$ cat src/rtl/trng_pkg.sv
package trng_pkg;

    localparam int DATA_W = 32;
    localparam int ADDR_W = 12;
    localparam int SRC_W  = 16;

    localparam logic [ADDR_W-1:0] CTRL_OFS = 12'h400;
    localparam logic [ADDR_W-1:0] SCNT_OFS = 12'h404;
    localparam logic [ADDR_W-1:0] DOUT_OFS = 12'h410;

    localparam logic [SRC_W-1:0] SRC_SEED = 16'hACE1;

    typedef enum logic [1:0] {
        LEN_64  = 2'd0,
        LEN_128 = 2'd1,
        LEN_192 = 2'd2,
        LEN_256 = 2'd3
    } len_e;

    typedef struct packed {
        len_e       len;
        logic [1:0] speed;
        logic       en;
    } ctrl_t;

    function automatic logic [SRC_W-1:0] src_step(input logic [SRC_W-1:0] s);
        return {s[SRC_W-2:0], s[15] ^ s[13] ^ s[12] ^ s[10]};
    endfunction

    function automatic int unsigned len_bits(input len_e c);
        return (int'(c) + 1) * 64;
    endfunction

endpackage

$ cat src/rtl/trng_src.sv
module trng_src
    import trng_pkg::*;
#(
    parameter logic [SRC_W-1:0] SEED = SRC_SEED
) (
    input  logic clk,
    input  logic rst,
    output logic bit_o
);
    logic [SRC_W-1:0] state;

    always_ff @(posedge clk) begin
        if (rst) state <= SEED;
        else     state <= src_step(state);
    end

    assign bit_o = state[0];

    // a correct feedback polynomial never reaches the all-zero lock-up state
    p_src_live_r7: assert property (@(posedge clk) disable iff (rst) state != '0);
endmodule

$ cat src/rtl/trng_regs.sv
module trng_regs
    import trng_pkg::*;
#(
    parameter int SCNT_W = 16
) (
    input  logic              clk,
    input  logic              rst,
    input  logic              we,
    input  logic [ADDR_W-1:0] addr,
    input  logic [DATA_W-1:0] wdata,
    input  logic              busy,
    output ctrl_t             ctrl,
    output logic [SCNT_W-1:0] scnt,
    output logic              go,
    output logic              stop
);
    localparam int MASK_SH = DATA_W / 2;

    logic              ctrl_wr, scnt_wr;
    logic [MASK_SH-1:0] mask;
    ctrl_t             nxt;
    logic [1:0]        ln, sp;
    logic              en;

    assign ctrl_wr = we && (addr == CTRL_OFS);
    assign scnt_wr = we && (addr == SCNT_OFS);
    assign mask    = wdata[DATA_W-1:MASK_SH];

    always_comb begin
        ln = ctrl.len;
        sp = ctrl.speed;
        en = ctrl.en;
        if (mask[1]) en = wdata[1];
        for (int i = 0; i < 2; i++) begin
            if (mask[2+i]) sp[i] = wdata[2+i];
            if (mask[4+i]) ln[i] = wdata[4+i];
        end
        nxt = '{len: len_e'(ln), speed: sp, en: en};
    end

    always_ff @(posedge clk) begin
        if (rst) begin
            ctrl <= '{len: LEN_64, speed: 2'b00, en: 1'b0};
            scnt <= '0;
        end else begin
            if (ctrl_wr) ctrl <= nxt;
            if (scnt_wr) scnt <= wdata[SCNT_W-1:0];
        end
    end

    assign go   = ctrl_wr && mask[0] && wdata[0] && nxt.en && !busy;
    assign stop = ctrl_wr && mask[1] && !wdata[1];

    // a control write with an all-zero mask leaves the control fields untouched
    p_nomask_hold_r2: assert property (@(posedge clk) disable iff (rst)
        (ctrl_wr && mask == '0) |=> $stable(ctrl));
endmodule

$ cat src/rtl/trng_collect.sv
module trng_collect
    import trng_pkg::*;
#(
    parameter int MAX_BITS = 256,
    parameter int SCNT_W   = 16
) (
    input  logic                clk,
    input  logic                rst,
    input  logic                go,
    input  logic                stop,
    input  logic [SCNT_W-1:0]   period,
    input  len_e                len_sel,
    input  logic                src_bit,
    output logic                busy_o,
    output logic [MAX_BITS-1:0] bits_o
);
    localparam int IDX_W = $clog2(MAX_BITS + 1);
    localparam int BIT_W = $clog2(MAX_BITS);

    logic                busy;
    logic [SCNT_W-1:0]   cnt, per_q;
    logic [IDX_W-1:0]    idx, nbits_q;
    logic [MAX_BITS-1:0] acc, acc_nxt, out_q;
    logic                tick, last, done;

    assign tick = busy && (cnt == per_q - 1'b1);
    assign last = (idx == nbits_q - 1'b1);
    assign done = tick && last && !stop;

    always_comb begin
        acc_nxt = acc;
        if (tick) acc_nxt[idx[BIT_W-1:0]] = src_bit;
    end

    always_ff @(posedge clk) begin
        if (rst) begin
            busy    <= 1'b0;
            cnt     <= '0;
            per_q   <= '0;
            idx     <= '0;
            nbits_q <= '0;
            acc     <= '0;
            out_q   <= '0;
        end else if (go) begin
            busy    <= 1'b1;
            cnt     <= '0;
            idx     <= '0;
            acc     <= '0;
            nbits_q <= IDX_W'(len_bits(len_sel));
            per_q   <= (period == '0) ? SCNT_W'(1) : period;
        end else if (busy) begin
            if (stop) begin
                busy <= 1'b0;
            end else if (tick) begin
                cnt <= '0;
                acc <= acc_nxt;
                idx <= idx + 1'b1;
                if (last) begin
                    busy  <= 1'b0;
                    out_q <= acc_nxt;
                end
            end else begin
                cnt <= cnt + 1'b1;
            end
        end
    end

    assign busy_o = busy;
    assign bits_o = out_q;

    p_done_idle_r4: assert property (@(posedge clk) disable iff (rst) done |=> !busy);
    p_out_hold_r9:  assert property (@(posedge clk) disable iff (rst) !done |=> $stable(out_q));
    p_cnt_bound_r6: assert property (@(posedge clk) disable iff (rst) busy |-> (cnt < per_q));
    p_idx_bound_r8: assert property (@(posedge clk) disable iff (rst) busy |-> (idx < nbits_q));
endmodule

$ cat src/rtl/trng_front.sv
module trng_front
    import trng_pkg::*;
#(
    parameter int               MAX_BITS = 256,
    parameter int               SCNT_W   = 16,
    parameter logic [SRC_W-1:0] SEED     = SRC_SEED
) (
    input  logic              clk,
    input  logic              rst,
    input  logic              bus_we,
    input  logic [11:0]       bus_addr,
    input  logic [31:0]       bus_wdata,
    output logic [31:0]       bus_rdata
);
    localparam int NWORDS = MAX_BITS / DATA_W;

    ctrl_t               ctrl;
    logic [SCNT_W-1:0]   scnt;
    logic                go, stop, busy, src_bit;
    logic [MAX_BITS-1:0] bits;
    logic [ADDR_W-1:0]   woff;
    logic [ADDR_W-3:0]   widx;

    trng_src #(.SEED(SEED)) u_src (
        .clk   (clk),
        .rst   (rst),
        .bit_o (src_bit)
    );

    trng_regs #(.SCNT_W(SCNT_W)) u_regs (
        .clk   (clk),
        .rst   (rst),
        .we    (bus_we),
        .addr  (bus_addr),
        .wdata (bus_wdata),
        .busy  (busy),
        .ctrl  (ctrl),
        .scnt  (scnt),
        .go    (go),
        .stop  (stop)
    );

    trng_collect #(.MAX_BITS(MAX_BITS), .SCNT_W(SCNT_W)) u_coll (
        .clk     (clk),
        .rst     (rst),
        .go      (go),
        .stop    (stop),
        .period  (scnt),
        .len_sel (ctrl.len),
        .src_bit (src_bit),
        .busy_o  (busy),
        .bits_o  (bits)
    );

    assign woff = bus_addr - DOUT_OFS;
    assign widx = woff[ADDR_W-1:2];

    always_comb begin
        bus_rdata = '0;
        if (bus_addr == CTRL_OFS) begin
            bus_rdata = {26'b0, ctrl.len, ctrl.speed, ctrl.en, busy};
        end else if (bus_addr == SCNT_OFS) begin
            bus_rdata = {{(DATA_W-SCNT_W){1'b0}}, scnt};
        end else if (bus_addr >= DOUT_OFS && woff[1:0] == 2'b00
                     && int'(widx) < NWORDS) begin
            bus_rdata = bits[int'(widx)*DATA_W +: DATA_W];
        end
    end

    // a collection can only be running while the unit is enabled
    p_busy_en_r10: assert property (@(posedge clk) disable iff (rst) busy |-> ctrl.en);
    // a start request on a disabled unit that leaves ENABLE unmasked does not start
    p_gate_r5: assert property (@(posedge clk) disable iff (rst)
        (bus_we && bus_addr == CTRL_OFS && bus_wdata[16] && bus_wdata[0]
         && !bus_wdata[17] && !ctrl.en && !busy) |=> !busy);
    // a collection only begins on a bus write
    p_start_src_r4: assert property (@(posedge clk) disable iff (rst)
        $rose(busy) |-> $past(bus_we));
endmodule

$ cat config.mk
export PLATFORM = sky130hd
export DESIGN_NAME = trng_front
export DESIGN_NICKNAME = d
export VERILOG_FILES = /design/src/rtl/trng_pkg.sv /design/src/rtl/trng_src.sv /design/src/rtl/trng_regs.sv /design/src/rtl/trng_collect.sv /design/src/rtl/trng_front.sv
export SDC_FILE = /design/constraint.sdc
export NUM_CORES = 2
export LEC_CHECK = 0
export BUFFER_PORTS_ARGS = -buffer_cell sky130_fd_sc_hd__buf_2
export CORE_ASPECT_RATIO = 1.4
export CORE_MARGIN = 2
export CORE_UTILIZATION = 65
export CTS_BUF_LIST = sky130_fd_sc_hd__clkbuf_8
export CTS_CLUSTER_SIZE = 40
export DETAILED_ROUTE_END_ITERATION = 10
export HOLD_SLACK_MARGIN = 0.03
export MAX_ROUTING_LAYER = met4
export PLACE_DENSITY = 0.9
export SETUP_SLACK_MARGIN = 0.5
export SLEW_MARGIN = 40
export SYNTH_ARGS = -nofsm -noshare
export SYNTH_HDL_FRONTEND = slang
export SYNTH_SLANG_ARGS = --single-unit
$ cat constraint.sdc
create_clock -name clk -period 4.6 [get_ports clk]
set_input_delay 0.23 -clock clk [delete_from_list [all_inputs] [get_ports clk]]
set_output_delay 0.23 -clock clk [all_outputs]
set_load 0.005 [all_outputs]
==> flow_metrics.tcl <==
set metrics [dict create \
    status "completed" \
    number_of_global_route_vias_before_repair 22300 \
    place_area_um2 26600 \
    post-layout-total-power_w 0.00964 \
    hold_viol_final 0 \
    maximum_achievable_frequency_mhz 252 \
    critical_path_rt_ns 5.17 \
    critical_path_type "reg2reg" \
    synth_cells 2805 \
    die_h_um 242 \
    syn-num-nets 2862 \
    post_route_skew_ns 0.0254 \
    cap_violations 0 \
    die_area_um2 42100 \
    num_io_pins 79 \
    synth_simple_gate_area_share_pct 14.2 \
    route.final.wire_length_mm 72.1 \
    cts_root_buf "clkbuf_8" \
    die_w_um 174 \
    clk_pin_slew_worst_paths_ns 0.06 \
    synth_compound_gate_area_share_pct 17.8 \
    finalSetupViolCount 0 \
    detailed_place_hpwl_mm 40.1 \
    synth.avg_cell_area_um2 9.37 \
    fill_cells 2659 \
    wire_per_inst_um 21.4 \
    slew_headroom_pct 38.5 \
    worstSkewPairLatency_ns 0.67 \
    vias_per_cell 6.59 \
    timing_worst_slew_pin_value_ns 0.920 \
    tritoncts.num_buffers 86 \
    coreArea_um2 40100 \
    cts_max_level 3 \
    fraction_of_the_yosys_area_taken_by_sequential_cells_pct 45.2 \
    period_minus_slack_ns 3.97 \
    number_of_post_cts_setup_repair_buffers 0 \
    asyncSetResetFlopFracSynth_pct 0 \
    post_route_cells_drive_above_1_share_pct 11.2 \
    ant_nets 0 \
    detailedRoute.firstIterationViolations 2507 \
    grt.total_usage_pct 34.7 \
    synth_top_family_by_area "compound AO/OA/AOI/OAI gates" \
    rsz0062_at_grt "yes" \
    timing.critical_path.from_type "register" \
    post-place-ws_ns 0.548 \
    number_of_enable_type_register_cells_in_the_synthesized_netlist 0 \
    parity_gate_share_of_the_synthesized_area_counting_xor_and_xnor_cells_pct 1.43 \
    synth.ff_latch_count 594 \
    path_max_fanout 60 \
    worst-endpoint-arrival_ns 4.54 \
    via_count 22100 \
    min-delay-path-class "in2reg" \
    area_delta_synth_final_pct 9.02 \
    cts.sinks 594 \
    drt_first_pass_iters 10 \
    layout_setup_ws_ns 0.630 \
    fin_area_um2 28700 \
    global_route.overflow_total 0 \
    synthMuxAreaShare_pct 16.3 \
    setup-tns-final_ns 0 \
    vdd_ir_drop_max_v 0.000277 \
    rrSetupSlack_ns 0.63 \
    cellPowerDensity_nw_per_um2 336 \
    initial_core_util_pct 65.6 \
    p_leak_nw 8.73 \
    yosys_warnings 0 \
    grt_pass1_wl_mm 115 \
    grt_max_degree 169 \
    ys.flop_type "dfxtp_1" \
    num-nets-final 2819 \
    post-route-period-util_pct 86.3 \
    yosysUniqueCellTypes 62 \
    yosys.area_share.adder_pct 0.476 \
    globalplace.congestion 0.920 \
    rows 87 \
    max-clock-path-buffers 3 \
    finalMaxSlewViolations 0 \
    endpoint_kind "register" \
    post_synth_instance_area_um2 26300 \
    final.hold.worst_slack_ns 0.118 \
    antenna_found_initial 1 \
    tritoncts "built" \
    port_buffers 68 \
    drc 0 \
]
## worst max-delay path, cell delays in order (launching register included)
cell	delay [ns]
dfxtp_1	0.40
nor4_1	0.68
nand4_1	0.21
xnor2_1	0.17
a311o_1	0.36
nor3_1	0.38
nand3_1	0.35
or3_4	0.73
buf_12	0.32
o2bb2ai_1	0.23
## metal layers
layer	GRT usage (%)	routed length (um)
met1	38.9	26400
met2	56.2	34700
met3	6.54	6010
met4	23.3	4930
met5	-	0
## metrics by stage
step / utilization (%) / cells
after global placement: 66.3 / 3171
after detailed placement: 66.4 / 3171
after CTS: 71.5 / 3359
final: 71.5 / 3360
after global routing: 71.5 / 3360
after floorplan: - / 2805
## flip-flops by register name, summed over array words and instances, names as in the netlist, 3 cells and up
| register | cells |
|---|---|
| u_coll.acc | 256 |
| u_coll.bits_o | 256 |
| u_coll.cnt | 16 |
| u_coll.per_q | 16 |
| u_regs.scnt | 16 |
| u_src.state | 16 |
| u_coll.idx | 9 |
| u_regs.ctrl | 5 |
| u_coll.nbits_q | 3 |
## report_power, final
part	internal, W	total [W]	switching (W)
Combinational	0.0000993	0.000373	0.000274
Sequential	0.00515	0.00518	0.0000270
Clock	0.00205	0.00408	0.00203
## placed cells by master (no fill, tap or decap), types with 37 or more instances in the layout
cell             n
a21oi_1         50
o2bb2ai_1      149
clkbuf_8       101
mux2i_1        284
inv_1           51
dfxtp_1        593
a211oi_1       365
dlygate4sd3_1   37
buf_2           65
nor2_1         661
mux4_2          64
nand2_1        107
## cells in the mapped netlist (13+ instances only)
cell	instances	area share [%]
clkbuf_1	166	2.4
a211oi_1	365	10
o2bb2ai_1	149	5.0
mux2i_1	284	11
xor2_1	19	0.63
buf_2	88	1.7
nand3_1	35	0.67
o21ai_0	17	0.32
inv_1	15	0.21
dfxtp_1	594	45
mux4_2	64	5.5
nor2b_1	17	0.40
nor3_1	13	0.25
a21oi_1	51	0.97
nor2_1	662	9.5
xnor2_1	24	0.80
nand2_1	118	1.7
## cell type report
class                   instances  area, um2  share of cell area [%]
multi-input cells            1929      13300                    46.4
flip-flops and latches        594      11900                    41.5
clock buffers                 101       1390                    4.85
repair buffers                135       1080                    3.79
well taps                     534        668                    2.33
clock inverters                50        248                   0.865
inverters                      16       60.1                   0.210
diodes                          1       2.50                 0.00873
## timing repair
item                       CTS  global route
resized for setup            1             0
setup endpoints to repair    6             3
hold endpoints to repair    21             0
hold buffers                37             0
## final timing paths
check,startpoint,endpoint,cells after the start
worst min register to register,u_src.state[5],u_src.state[6],1
worst min-delay path,rst,u_src.state[3],2
worst max-delay path,u_coll.per_q[6],u_coll.bits_o[25],9
worst max register to register,u_coll.per_q[6],u_coll.bits_o[25],9
## logic make-up (layout without fill, tap and decap cells)
| logic type | Yosys count | in the layout |
|---|---|---|
| simple gates | 907 | 907 |
| mux | 349 | 349 |
| xor+xnor | 43 | 43 |
| other cells | 0 | 1 |
| fa+ha+maj | 10 | 10 |
| compound gates | 620 | 620 |
| buf+inv | 282 | 302 |
| flops | 594 | 594 |
No activity file was read; power rests on OpenSTA's default activity.
